`src/rtl/shring_pkg.sv`:
```
package shring_pkg;

    localparam int IDX_W    = 8;
    localparam int OFS_MASK = 3;
    localparam int OFS_PROD = 2;
    localparam int OFS_CONS = 1;

    typedef enum logic [2:0] {
        OP_INIT  = 3'd0,
        OP_PUT   = 3'd1,
        OP_GET   = 3'd2,
        OP_EMPTY = 3'd3,
        OP_FULL  = 3'd4
    } ring_op_e;

    typedef enum logic [2:0] {
        LOC_MASK,
        LOC_PROD,
        LOC_CONS,
        LOC_SLOT_RD,
        LOC_SLOT_WR
    } loc_e;

    typedef enum logic [2:0] {
        ST_IDLE,
        ST_ACQ,
        ST_ISSUE,
        ST_WAIT,
        ST_REL,
        ST_DECIDE,
        ST_RESP
    } seq_state_e;

    typedef struct packed {
        logic [IDX_W-1:0] mask;
        logic [IDX_W-1:0] prod;
        logic [IDX_W-1:0] cons;
    } ring_idx_t;

    typedef struct packed {
        logic wr;
        loc_e loc;
        logic last;
    } cyc_step_t;

    function automatic logic [IDX_W-1:0] ring_next(input logic [IDX_W-1:0] idx,
                                                   input logic [IDX_W-1:0] mask);
        return (idx + IDX_W'(1)) & mask;
    endfunction

    function automatic logic op_is_legal(input logic [2:0] code);
        return code <= 3'd4;
    endfunction

    // Cycle programme of one lease: which location, direction, and whether
    // this is the final cycle before the lease is returned.
    function automatic cyc_step_t plan_step(input ring_op_e op,
                                            input logic xfer,
                                            input logic [1:0] step);
        cyc_step_t s;
        s.wr   = 1'b0;
        s.loc  = LOC_MASK;
        s.last = 1'b1;
        case (op)
            OP_INIT: begin
                s.loc  = (step == 2'd0) ? LOC_MASK :
                         (step == 2'd1) ? LOC_PROD : LOC_CONS;
                s.last = (step == 2'd2);
            end
            OP_EMPTY: s.loc = LOC_PROD;
            OP_FULL:  s.loc = LOC_CONS;
            OP_GET: begin
                if (!xfer) begin
                    s.loc = LOC_PROD;
                end else begin
                    s.wr   = step[0];
                    s.loc  = step[0] ? LOC_CONS : LOC_SLOT_RD;
                    s.last = step[0];
                end
            end
            OP_PUT: begin
                if (!xfer) begin
                    s.loc = LOC_CONS;
                end else begin
                    s.wr   = 1'b1;
                    s.loc  = step[0] ? LOC_PROD : LOC_SLOT_WR;
                    s.last = step[0];
                end
            end
            default: s.last = 1'b1;
        endcase
        return s;
    endfunction

endpackage

```
`src/rtl/shring_desc_bank.sv`:
```
module shring_desc_bank
    import shring_pkg::*;
#(
    parameter int NUM_RINGS = 4,
    parameter int ADDR_W    = 20,
    localparam int SEL_W    = (NUM_RINGS > 1) ? $clog2(NUM_RINGS) : 1
) (
    input  logic             clk,
    input  logic             rst,
    input  logic [SEL_W-1:0] rd_sel,
    output logic [ADDR_W-1:0] rd_base,
    output ring_idx_t        rd_idx,
    input  logic             wr_en,
    input  logic [SEL_W-1:0] wr_sel,
    input  logic [ADDR_W-1:0] wr_base,
    input  ring_idx_t        wr_idx
);

    logic [ADDR_W-1:0] base_all [NUM_RINGS];
    ring_idx_t         idx_all  [NUM_RINGS];

    for (genvar g = 0; g < NUM_RINGS; g++) begin : g_ent
        logic [ADDR_W-1:0] base_e;
        ring_idx_t         idx_e;

        always_ff @(posedge clk) begin
            if (rst) begin
                base_e <= '0;
                idx_e  <= '0;
            end else if (wr_en && (wr_sel == SEL_W'(g))) begin
                base_e <= wr_base;
                idx_e  <= wr_idx;
            end
        end

        assign base_all[g] = base_e;
        assign idx_all[g]  = idx_e;
    end

    always_comb begin
        rd_base = '0;
        rd_idx  = '0;
        if (int'(rd_sel) < NUM_RINGS) begin
            rd_base = base_all[rd_sel];
            rd_idx  = idx_all[rd_sel];
        end
    end

endmodule

```
`src/rtl/shring_bus_lease.sv`:
```
module shring_bus_lease (
    input  logic clk,
    input  logic rst,
    input  logic want,
    input  logic bus_gnt,
    output logic bus_req,
    output logic held,
    output logic free
);

    always_ff @(posedge clk) begin
        if (rst) begin
            bus_req <= 1'b0;
        end else begin
            bus_req <= want;
        end
    end

    assign held = bus_req & bus_gnt;
    assign free = ~bus_req & ~bus_gnt;

endmodule

```
`src/rtl/shring_cyc_issue.sv`:
```
module shring_cyc_issue #(
    parameter int ADDR_W = 20,
    parameter int DATA_W = 8
) (
    input  logic              clk,
    input  logic              rst,
    input  logic              start,
    input  logic              wr_in,
    input  logic [ADDR_W-1:0] addr_in,
    input  logic [DATA_W-1:0] wdata_in,
    input  logic              cyc_done,
    output logic              cyc_valid,
    output logic              cyc_wr,
    output logic [ADDR_W-1:0] cyc_addr,
    output logic [DATA_W-1:0] cyc_wdata,
    output logic              fin
);

    always_ff @(posedge clk) begin
        if (rst) begin
            cyc_valid <= 1'b0;
            cyc_wr    <= 1'b0;
            cyc_addr  <= '0;
            cyc_wdata <= '0;
        end else if (start) begin
            cyc_valid <= 1'b1;
            cyc_wr    <= wr_in;
            cyc_addr  <= addr_in;
            cyc_wdata <= wdata_in;
        end else if (cyc_valid && cyc_done) begin
            cyc_valid <= 1'b0;
        end
    end

    assign fin = cyc_valid & cyc_done;

    AST_CYC_HOLD: assert property (@(posedge clk) disable iff (rst)
        (cyc_valid && !cyc_done) |=> (cyc_valid && $stable(cyc_wr) &&
                                      $stable(cyc_addr) && $stable(cyc_wdata)));

endmodule

```
`src/rtl/shring_access.sv`:
```
module shring_access
    import shring_pkg::*;
#(
    parameter int NUM_RINGS = 4,
    parameter int ADDR_W    = 20,
    localparam int SEL_W    = (NUM_RINGS > 1) ? $clog2(NUM_RINGS) : 1
) (
    input  logic              clk,
    input  logic              rst,
    input  logic              req_valid,
    output logic              req_ready,
    input  logic [2:0]        req_op,
    input  logic [SEL_W-1:0]  req_ring,
    input  logic [ADDR_W-1:0] req_base,
    input  logic [7:0]        req_data,
    output logic              rsp_valid,
    output logic              rsp_flag,
    output logic [7:0]        rsp_data,
    output logic              bus_req,
    input  logic              bus_gnt,
    output logic              cyc_valid,
    output logic              cyc_wr,
    output logic [ADDR_W-1:0] cyc_addr,
    output logic [7:0]        cyc_wdata,
    input  logic              cyc_done,
    input  logic [7:0]        cyc_rdata
);

    seq_state_e        state;
    ring_op_e          op_q;
    logic [SEL_W-1:0]  sel_q;
    logic [ADDR_W-1:0] base_q;
    ring_idx_t         idx_q;
    logic [IDX_W-1:0]  data_q;
    logic [IDX_W-1:0]  peer_q;
    logic              xfer_q;
    logic [1:0]        step_q;
    logic              flag_q;
    logic              wb_q;

    logic [ADDR_W-1:0] rd_base;
    ring_idx_t         rd_idx;
    logic              want, held, free, start, fin;
    cyc_step_t         step;
    logic [IDX_W-1:0]  nxt_prod, nxt_cons;
    logic [ADDR_W-1:0] step_addr;
    logic [IDX_W-1:0]  step_wdata;
    logic              ring_empty, ring_full;

    shring_desc_bank #(.NUM_RINGS(NUM_RINGS), .ADDR_W(ADDR_W)) u_bank (
        .clk     (clk),
        .rst     (rst),
        .rd_sel  (req_ring),
        .rd_base (rd_base),
        .rd_idx  (rd_idx),
        .wr_en   (state == ST_RESP && wb_q),
        .wr_sel  (sel_q),
        .wr_base (base_q),
        .wr_idx  (idx_q)
    );

    shring_bus_lease u_lease (
        .clk     (clk),
        .rst     (rst),
        .want    (want),
        .bus_gnt (bus_gnt),
        .bus_req (bus_req),
        .held    (held),
        .free    (free)
    );

    shring_cyc_issue #(.ADDR_W(ADDR_W), .DATA_W(IDX_W)) u_issue (
        .clk       (clk),
        .rst       (rst),
        .start     (start),
        .wr_in     (step.wr),
        .addr_in   (step_addr),
        .wdata_in  (step_wdata),
        .cyc_done  (cyc_done),
        .cyc_valid (cyc_valid),
        .cyc_wr    (cyc_wr),
        .cyc_addr  (cyc_addr),
        .cyc_wdata (cyc_wdata),
        .fin       (fin)
    );

    // Cycle programme and address / data for the current step
    always_comb begin
        step     = plan_step(op_q, xfer_q, step_q);
        nxt_prod = ring_next(idx_q.prod, idx_q.mask);
        nxt_cons = ring_next(idx_q.cons, idx_q.mask);
        case (step.loc)
            LOC_MASK:    step_addr = base_q - ADDR_W'(OFS_MASK);
            LOC_PROD:    step_addr = base_q - ADDR_W'(OFS_PROD);
            LOC_CONS:    step_addr = base_q - ADDR_W'(OFS_CONS);
            LOC_SLOT_RD: step_addr = base_q + ADDR_W'(idx_q.cons);
            LOC_SLOT_WR: step_addr = base_q + ADDR_W'(idx_q.prod);
            default:     step_addr = base_q;
        endcase
        case (step.loc)
            LOC_PROD:    step_wdata = nxt_prod;
            LOC_CONS:    step_wdata = nxt_cons;
            LOC_SLOT_WR: step_wdata = data_q;
            default:     step_wdata = '0;
        endcase
        ring_empty = (peer_q == idx_q.cons);
        ring_full  = (nxt_prod == peer_q);
    end

    assign req_ready = (state == ST_IDLE);
    assign want      = (state == ST_ACQ) || (state == ST_ISSUE) || (state == ST_WAIT);
    assign start     = (state == ST_ISSUE);
    assign rsp_valid = (state == ST_RESP);
    assign rsp_flag  = flag_q;
    assign rsp_data  = data_q;

    always_ff @(posedge clk) begin
        if (rst) begin
            state  <= ST_IDLE;
            op_q   <= OP_INIT;
            sel_q  <= '0;
            base_q <= '0;
            idx_q  <= '0;
            data_q <= '0;
            peer_q <= '0;
            xfer_q <= 1'b0;
            step_q <= '0;
            flag_q <= 1'b0;
            wb_q   <= 1'b0;
        end else begin
            case (state)
                ST_IDLE: begin
                    if (req_valid) begin
                        op_q   <= ring_op_e'(req_op);
                        sel_q  <= req_ring;
                        data_q <= req_data;
                        peer_q <= '0;
                        xfer_q <= 1'b0;
                        step_q <= '0;
                        idx_q  <= rd_idx;
                        if (req_op == OP_INIT) begin
                            base_q <= req_base;
                            flag_q <= 1'b0;
                            wb_q   <= 1'b0;
                            state  <= ST_ACQ;
                        end else if (op_is_legal(req_op) && rd_base != '0) begin
                            base_q <= rd_base;
                            flag_q <= 1'b0;
                            wb_q   <= 1'b0;
                            state  <= ST_ACQ;
                        end else begin
                            base_q <= rd_base;
                            flag_q <= 1'b1;
                            wb_q   <= 1'b0;
                            state  <= ST_RESP;
                        end
                    end
                end
                ST_ACQ: begin
                    if (held) begin
                        state <= ST_ISSUE;
                    end
                end
                ST_ISSUE: begin
                    state <= ST_WAIT;
                end
                ST_WAIT: begin
                    if (fin) begin
                        if (!step.wr) begin
                            case (step.loc)
                                LOC_MASK: idx_q.mask <= cyc_rdata;
                                LOC_PROD: begin
                                    if (op_q == OP_INIT) idx_q.prod <= cyc_rdata;
                                    else                 peer_q     <= cyc_rdata;
                                end
                                LOC_CONS: begin
                                    if (op_q == OP_INIT) idx_q.cons <= cyc_rdata;
                                    else                 peer_q     <= cyc_rdata;
                                end
                                LOC_SLOT_RD: data_q <= cyc_rdata;
                                default: ;
                            endcase
                        end else begin
                            case (step.loc)
                                LOC_PROD: idx_q.prod <= nxt_prod;
                                LOC_CONS: idx_q.cons <= nxt_cons;
                                default: ;
                            endcase
                        end
                        if (step.last) begin
                            state <= ST_REL;
                        end else begin
                            step_q <= step_q + 2'd1;
                            state  <= ST_ISSUE;
                        end
                    end
                end
                ST_REL: begin
                    if (free) begin
                        state <= ST_DECIDE;
                    end
                end
                ST_DECIDE: begin
                    step_q <= '0;
                    case (op_q)
                        OP_INIT: begin
                            wb_q  <= 1'b1;
                            state <= ST_RESP;
                        end
                        OP_EMPTY: begin
                            flag_q <= ring_empty;
                            state  <= ST_RESP;
                        end
                        OP_FULL: begin
                            flag_q <= ring_full;
                            state  <= ST_RESP;
                        end
                        OP_GET: begin
                            if (xfer_q) begin
                                wb_q  <= 1'b1;
                                state <= ST_RESP;
                            end else begin
                                xfer_q <= ~ring_empty;
                                state  <= ST_ACQ;
                            end
                        end
                        OP_PUT: begin
                            if (xfer_q) begin
                                wb_q  <= 1'b1;
                                state <= ST_RESP;
                            end else begin
                                xfer_q <= ~ring_full;
                                state  <= ST_ACQ;
                            end
                        end
                        default: state <= ST_RESP;
                    endcase
                end
                ST_RESP: begin
                    wb_q  <= 1'b0;
                    state <= ST_IDLE;
                end
                default: state <= ST_IDLE;
            endcase
        end
    end

    AST_CYC_LEASED: assert property (@(posedge clk) disable iff (rst)
        cyc_valid |-> (bus_req && bus_gnt));

    AST_RSP_BUS_FREE: assert property (@(posedge clk) disable iff (rst)
        rsp_valid |-> (!bus_req && !bus_gnt));

    AST_RSP_PULSE: assert property (@(posedge clk) disable iff (rst)
        rsp_valid |=> !rsp_valid);

    AST_BUSY_NOT_READY: assert property (@(posedge clk) disable iff (rst)
        rsp_valid |-> !req_ready);

    AST_REFUSE_FAST: assert property (@(posedge clk) disable iff (rst)
        (req_valid && req_ready && req_op != 3'd0 &&
         (rd_base == '0 || req_op > 3'd4)) |=> (rsp_valid && rsp_flag && !bus_req));

endmodule

```
`config.mk`:
```
export PLATFORM = sky130hd
export DESIGN_NAME = shring_access
export DESIGN_NICKNAME = d
export VERILOG_FILES = /design/src/rtl/shring_pkg.sv /design/src/rtl/shring_desc_bank.sv /design/src/rtl/shring_bus_lease.sv /design/src/rtl/shring_cyc_issue.sv /design/src/rtl/shring_access.sv
export SDC_FILE = /design/constraint.sdc
export NUM_CORES = 1
export LEC_CHECK = 0
export CAP_MARGIN = 15
export CORE_MARGIN = 2
export CORE_UTILIZATION = 60
export CTS_CLUSTER_SIZE = 16
export DETAILED_ROUTE_END_ITERATION = 6
export GPL_TIMING_DRIVEN = 0
export MAX_ROUTING_LAYER = met4
export PLACE_DENSITY = 0.81
export SETUP_SLACK_MARGIN = 0.4
export SKIP_LAST_GASP = 1
export SYNTH_ARGS = -nofsm -noshare
export SYNTH_HDL_FRONTEND = slang
export SYNTH_HIERARCHICAL = 1
export SYNTH_SLANG_ARGS = --single-unit
```
`constraint.sdc`:
```
create_clock -name clk -period 4.45 [get_ports clk]
set_input_delay 0.6675 -clock clk [delete_from_list [all_inputs] [get_ports clk]]
set_output_delay 0.6675 -clock clk [all_outputs]
set_load 0.005 [all_outputs]
```
After elaboration in Yosys (flattened, before gate mapping)
Cells that the tools add are included.
{ "totals": {"regBits": 280, "wordCells": 198} }
{ "op_classes": {"addsub": 8, "magnitude_cmp": 2, "eq_ne": 38, "n_mux": 72, "n_bitwise": 10, "n_reduce_logical": 34} }
{ "ops": {"columns": ["cell", "count"], "rows": [
  ["$mux W8", 16],
  ["$pmux W20 S5", 1],
  ["$mux W24", 4],
  ["$mux W20", 3],
  ["$bmux W24 S2", 1],
  ["$pmux W24 S2", 1],
  ["$add A20 B8 Y20", 2],
  ["$bmux W20 S2", 1],
  ["$sub A20 B2 Y20 const B", 2],
  ["$mux W3", 11],
  ["$pmux W8 S2", 2],
  ["$pmux W8 S3", 1],
  ["$reduce_and A5 Y1", 4],
  ["$reduce_bool A20 Y1", 1],
  ["$sub A20 B1 Y20 const B", 1],
  ["$eq A3 B2 Y1 const B", 6],
  ["$pmux W3 S6", 1],
  ["$add A8 B1 Y8 const B", 2],
  ["$and A8 B8 Y8", 2],
  ["$eq A8 B8 Y1", 2],
  ["$mux W16", 1],
  ["$ne A2 B2 Y1 const B", 8],
  ["$eq A3 B3 Y1 const B", 5],
  ["$pmux W3 S5", 1],
  ["other kinds (29)", 85]
]} }

Logic depth before layout (Yosys ltp)
{ "depth": {"ltp_word": 10, "ltp_mapped": 18, "ltp_nobuf": 18} }

By module
Netlist, hierarchy kept.
{ "modules_own_cells": {"columns": ["mod", "n_inst", "cells_each", "area_per_inst_um2", "seq_area_each_um2"], "rows": [
  ["shring_desc_bank", 1, 678, 8013.9, 3523.4],
  ["shring_access", 1, 823, 6014.5, 1461.4],
  ["shring_cyc_issue", 1, 99, 1103.6, 600.6],
  ["shring_bus_lease", 1, 4, 38.8, 20.0]
]} }

Worst setup path before layout
Ideal clock, no wire load.
{ "synth_timing": {"path_kind": "reg2reg", "start": "register step_q[0]", "end": "register u_issue.cyc_addr[19]", "arrival_ns": 3.603, "t_required_ns": 4.322, "slack_ns": 0.720, "stages_incl_launch_ff": 15, "path_buffers": 0, "period_less_slack_ns": 3.730, "cell_sequence": "dfxtp_1 -> ha_1 -> or3b_1 -> a31o_2 -> o22ai_2 -> inv_1 -> ha_1 -> a21oi_1 -> o21ai_0 -> a211o_1 -> or4b_2 -> nand3_1 -> xor2_1 -> mux2i_1 -> nor2_1"} }
{ "synth_via": {"elab_chain_len": 6, "word_cells_on_any_way": 15, "classes_between": "5 x eq/ne; 8 x mux; 2 x reduce/logical"} }
{ "synth_lines": {"columns": ["item", "line", "rtl"], "rows": [
  ["from (decl)", "shring_access.sv:37", "logic [1:0] step_q;"],
  ["from (signal assigned)", "shring_access.sv:193", "step_q <= step_q + 2'd1;"],
  ["$eq A2 B1 Y1", "shring_pkg.sv:67", "(step == 2'd1) ? LOC_PROD : LOC_CONS;"],
  ["$mux W2", "shring_pkg.sv:67", null],
  ["$mux W2", "shring_pkg.sv:66", "s.loc = (step == 2'd0) ? LOC_MASK :"],
  ["$pmux W3 S5 (*)", "shring_pkg.sv:64", "case (op)"],
  ["$eq A3 B3 Y1 (tied with other cells)", "shring_access.sv:92", "case (step.loc)"],
  ["$pmux W20 S5 (*)", "shring_access.sv:92", null],
  ["named net step_addr[19]", "shring_access.sv:46", "logic [ADDR_W-1:0] step_addr;"],
  ["to (signal assigned)", "shring_cyc_issue.sv:28", "cyc_addr <= addr_in;"],
  ["to (decl)", "shring_cyc_issue.sv:14", "output logic [ADDR_W-1:0] cyc_addr,"]
]} }
The timed path passes the listed nets; every way through them passes the cells marked *.
A chain may end at the register's enable or synchronous reset.

Worst setup path in the final report
{ "layout_timing": {"start": "register step_q[1]", "end": "register u_issue.cyc_addr[19]"} }
{ "layout_via": {"elab_chain_len": 6, "word_cells_on_any_way": 11, "classes_between": "5 x eq/ne; 4 x mux; 2 x reduce/logical"} }
{ "layout_lines": {"columns": ["item", "line"], "rows": [
  ["$eq A2 B1 Y1", "shring_pkg.sv:67"],
  ["$mux W2", "shring_pkg.sv:67"],
  ["$mux W2 (*)", "shring_pkg.sv:66"],
  ["$pmux W3 S5 (*)", "shring_pkg.sv:64"],
  ["$eq A3 B3 Y1 (tied with other cells)", "shring_access.sv:92"],
  ["$pmux W20 S5 (*)", "shring_access.sv:92"],
  ["named net step_addr[19]", "shring_access.sv:46"]
]} }
Marked as above.

==> results.toml <==
[status]
outcome = "complete, no violations"

[detailed_routing]
via_count = 12650
firstDrtPassIters = 5
routedWlPerCell_um = 21.06
via_per_inst = 6.080
dr.first_iter.drc_count = 1230
ant_nets = 0
drc = 0
routed_wl_um = 43820

[placement]
post_dp_cell_area_sq_um = 16450
portBuffers = 87
dp_hpwl_um = 32200
gp_congestion = 1.007

[timing]
min_period_ns = 3.964
hold_violations = 0
max_freq_mhz = 252.3
skew_ns = 0.02183
grt_setup_unrepaired = "false"
drv_slew = 0
relSlewSlack_pct = 47.84
finalSetupViolCount = 0
tightest_slew_ns = 0.7742
period_share_pct = 89.07
tns_ns = 0

[synthesis]
synth_area_sq_um = 15170
synthTopCellsByArea = "dfxtp_1 (37%), mux2i_1 (16%), nand2b_1 (9.3%)"
synth_top_area_share_pct = 36.95
synth_most_common_cell = "dfxtp_1"
syn_area_per_cell_sq_um = 9.458
synth_nets = 1679
synth_commonest_cells = "dfxtp_1 (280), mux2i_1 (235), nand2b_1 (226)"
yosys_most_used_dff = "dfxtp_1"
synth_cell_types = 76
syn_inst = 1604
synth_edf_count = 0
yosysWarnings = 6
yosysTopAreaCell = "dfxtp_1"
synth_seq_cells = 280
async_flop_share_pct = 0
ys_seq_area_share_pct = 36.95

[floorplan]
core-area_sq_um = 25040
io_pins = 88
rows = 58
die_area_sq_um = 26570
fp.dieW_um = 163.0
initial_core_util_pct = 60.59
die_h_um = 163.0

[clock_network]
clockBufferDepth = 3
cts-htree-levels = 1
cts.sinks = 280
clkTransAtPathRegs_ns = 0.06
ctsRootBufferMaster = "clkbuf_16"
ctsHoldBuffers = 0
clock_latency_ns = 0.58
cts_buffers = 30
cts_tree = "yes"

[grt]
grt_first_pass_wirelength_um = 68600
track_usage_pct = 33.90
grt_overflow_total = 0
grt_pass1_vias = 12530
grt_max_degree = 18
antenna_found_initial = 0

[final_layout]
seqCellArea_sq_um = 5609
area_growth_pct = 16.14
final_cell_area_sq_um = 17620
num-nets-final = 1805
fillers = 1910
layout-drive-gt1-share_pct = 10.51
diodes = 0
multi_input_comb_area_sq_um = 8947

[setup_path]
cp_slowest_cell = "or4b_2"
critical_path_class = "reg -> reg"
critPathLaunchType = "flop"
critPathArrivalTime_ns = 4.39
crit_path_max_fanout = 8
path_cells = "inv_2, ha_1, or3b_1, a31o_4, nor2_4, a22oi_1, nand2_1, ha_2, a21oi_1, nand2_1, o211ai_1, a211oi_2, or4b_2, nand3_1, xor2_2, mux2i_1, nor2_1"
worst_path_largest_cell_delay_ns = 0.61
worstPathRequired_ns = 4.87
critPathMostFrequentCell = "nand2_1"
critPathCaptureType = "flop"

[pwr]
leakage_uw = 0.007198
power.density_nw_per_um2 = 503.9
ir_worst_vdd_mv = 0.3935

[min_path]
hold_path_class = "reg -> reg"

[flow_run]
cap_viol_max_count = 0
power by group:
group          switching [uW]  internal [uW]  leakage (uW)
Combinational            1860           1410       0.00442
Sequential                285           2710       0.00227
Clock                    1040           1570      0.000509
worst max-delay path: cells and delay by family, from the launching register on:
kind,cells,cell delay (ns)
simple gates,7,1.62
fa+ha+maj,2,0.46
xor+xnor,1,0.10
buf+inv,1,0.10
mux,1,0.15
compound gates,5,1.05
flops,1,0.34
state kept, by name, summed over array words and instances (netlist names):
name	count
wb_q	1
rsp_flag	1
peer_q	8
u_issue/cyc_wr	1
u_bank/g_ent.idx_e	96
base_q	20
xfer_q	1
step_q	2
u_lease/bus_req	1
u_bank/g_ent.base_e	80
u_issue/cyc_addr	20
op_q	3
idx_q	24
sel_q	2
u_issue/cyc_valid	1
u_issue/cyc_wdata	8
rsp_data	8
state	3
cell type report:
class,instances,area share [%]
inverter,14,0.3125
sequential,280,31.83
tap,330,2.343
clock inverter,7,0.8095
buffer,112,3.565
timing repair buffer,94,5.241
clock buffer,46,5.113
multi-input combinational,1198,50.78
per-layer routing:
metal	vias to the layer above	global-route usage (%)	part of all wire (%)	wire length, um
met5	-	-	0	0
met4	0	10.82	3.6	1563
met3	119	5.967	7.9	3463
met2	526	53.37	46	20040
met1	6122	44.65	43	18760
li1	5885	-	-	-
stage by stage:
stage	setup slack, ns	total power (uW)	util [%]	hold slack [ns]	instances
6_report	0.4862	8878	70.37	0.4720	2081
5_1_grt	0.3533	9335	70.37	0.4907	2081
4_1_cts	0.4206	8791	70.12	0.4747	2079
3_5_place_dp	-0.06662	6166	65.72	0.4620	2021
3_3_place_gp	0.01111	6090	65.72	0.4547	2021
2_1_floorplan	0.7197	5188	-	0.4455	1604
cells by family (layout without fill, tap and decap cells):
kind of cell / count (synthesis) / in the layout / synth area share, %
muxes: 279 / 279 / 22.04
AOI/OAI and AO/OA: 229 / 229 / 9.716
adders and majority gates: 30 / 30 / 2.507
xor gates and xnor gates: 52 / 52 / 3.002
and+or+nand+nor: 608 / 608 / 21.32
DFF: 280 / 280 / 36.95
buffers and inverters: 126 / 273 / 4.470
what timing repair did:
action | 4_1_cts | 5_1_grt
resized for setup | 7 | 20
setup buffers | 5 | 2
pin swaps | 3 | 3
setup endpoints to repair | 10 | 6
final timing paths:
path	startpoint	slack, ns	endpoint	cells after the start
hold reg to reg	u_bank/g_ent[1].base_e[15]	0.47	u_bank/g_ent[1].base_e[15]	2
hold / removal	u_bank/g_ent[1].base_e[15]	0.47	u_bank/g_ent[1].base_e[15]	2
setup / recovery	step_q[1]	0.49	u_issue/cyc_addr[19]	17
setup reg to reg	step_q[1]	0.49	u_issue/cyc_addr[19]	17
placed cells by master (no fill, tap or decap), types with 36 or more instances in the layout:
cell | netlist | layout
a211oi_1 | 42 | 41
a21oi_1 | 81 | 79
clkbuf_1 | 59 | 64
clkdlybuf4s50_1 | 0 | 87
dfxtp_1 | 280 | 279
mux2i_1 | 235 | 235
mux4_2 | 44 | 44
nand2_1 | 97 | 97
nand2b_1 | 226 | 226
nor2_1 | 141 | 141
o21ai_0 | 41 | 36
No activity file was read; power rests on OpenSTA's default activity.
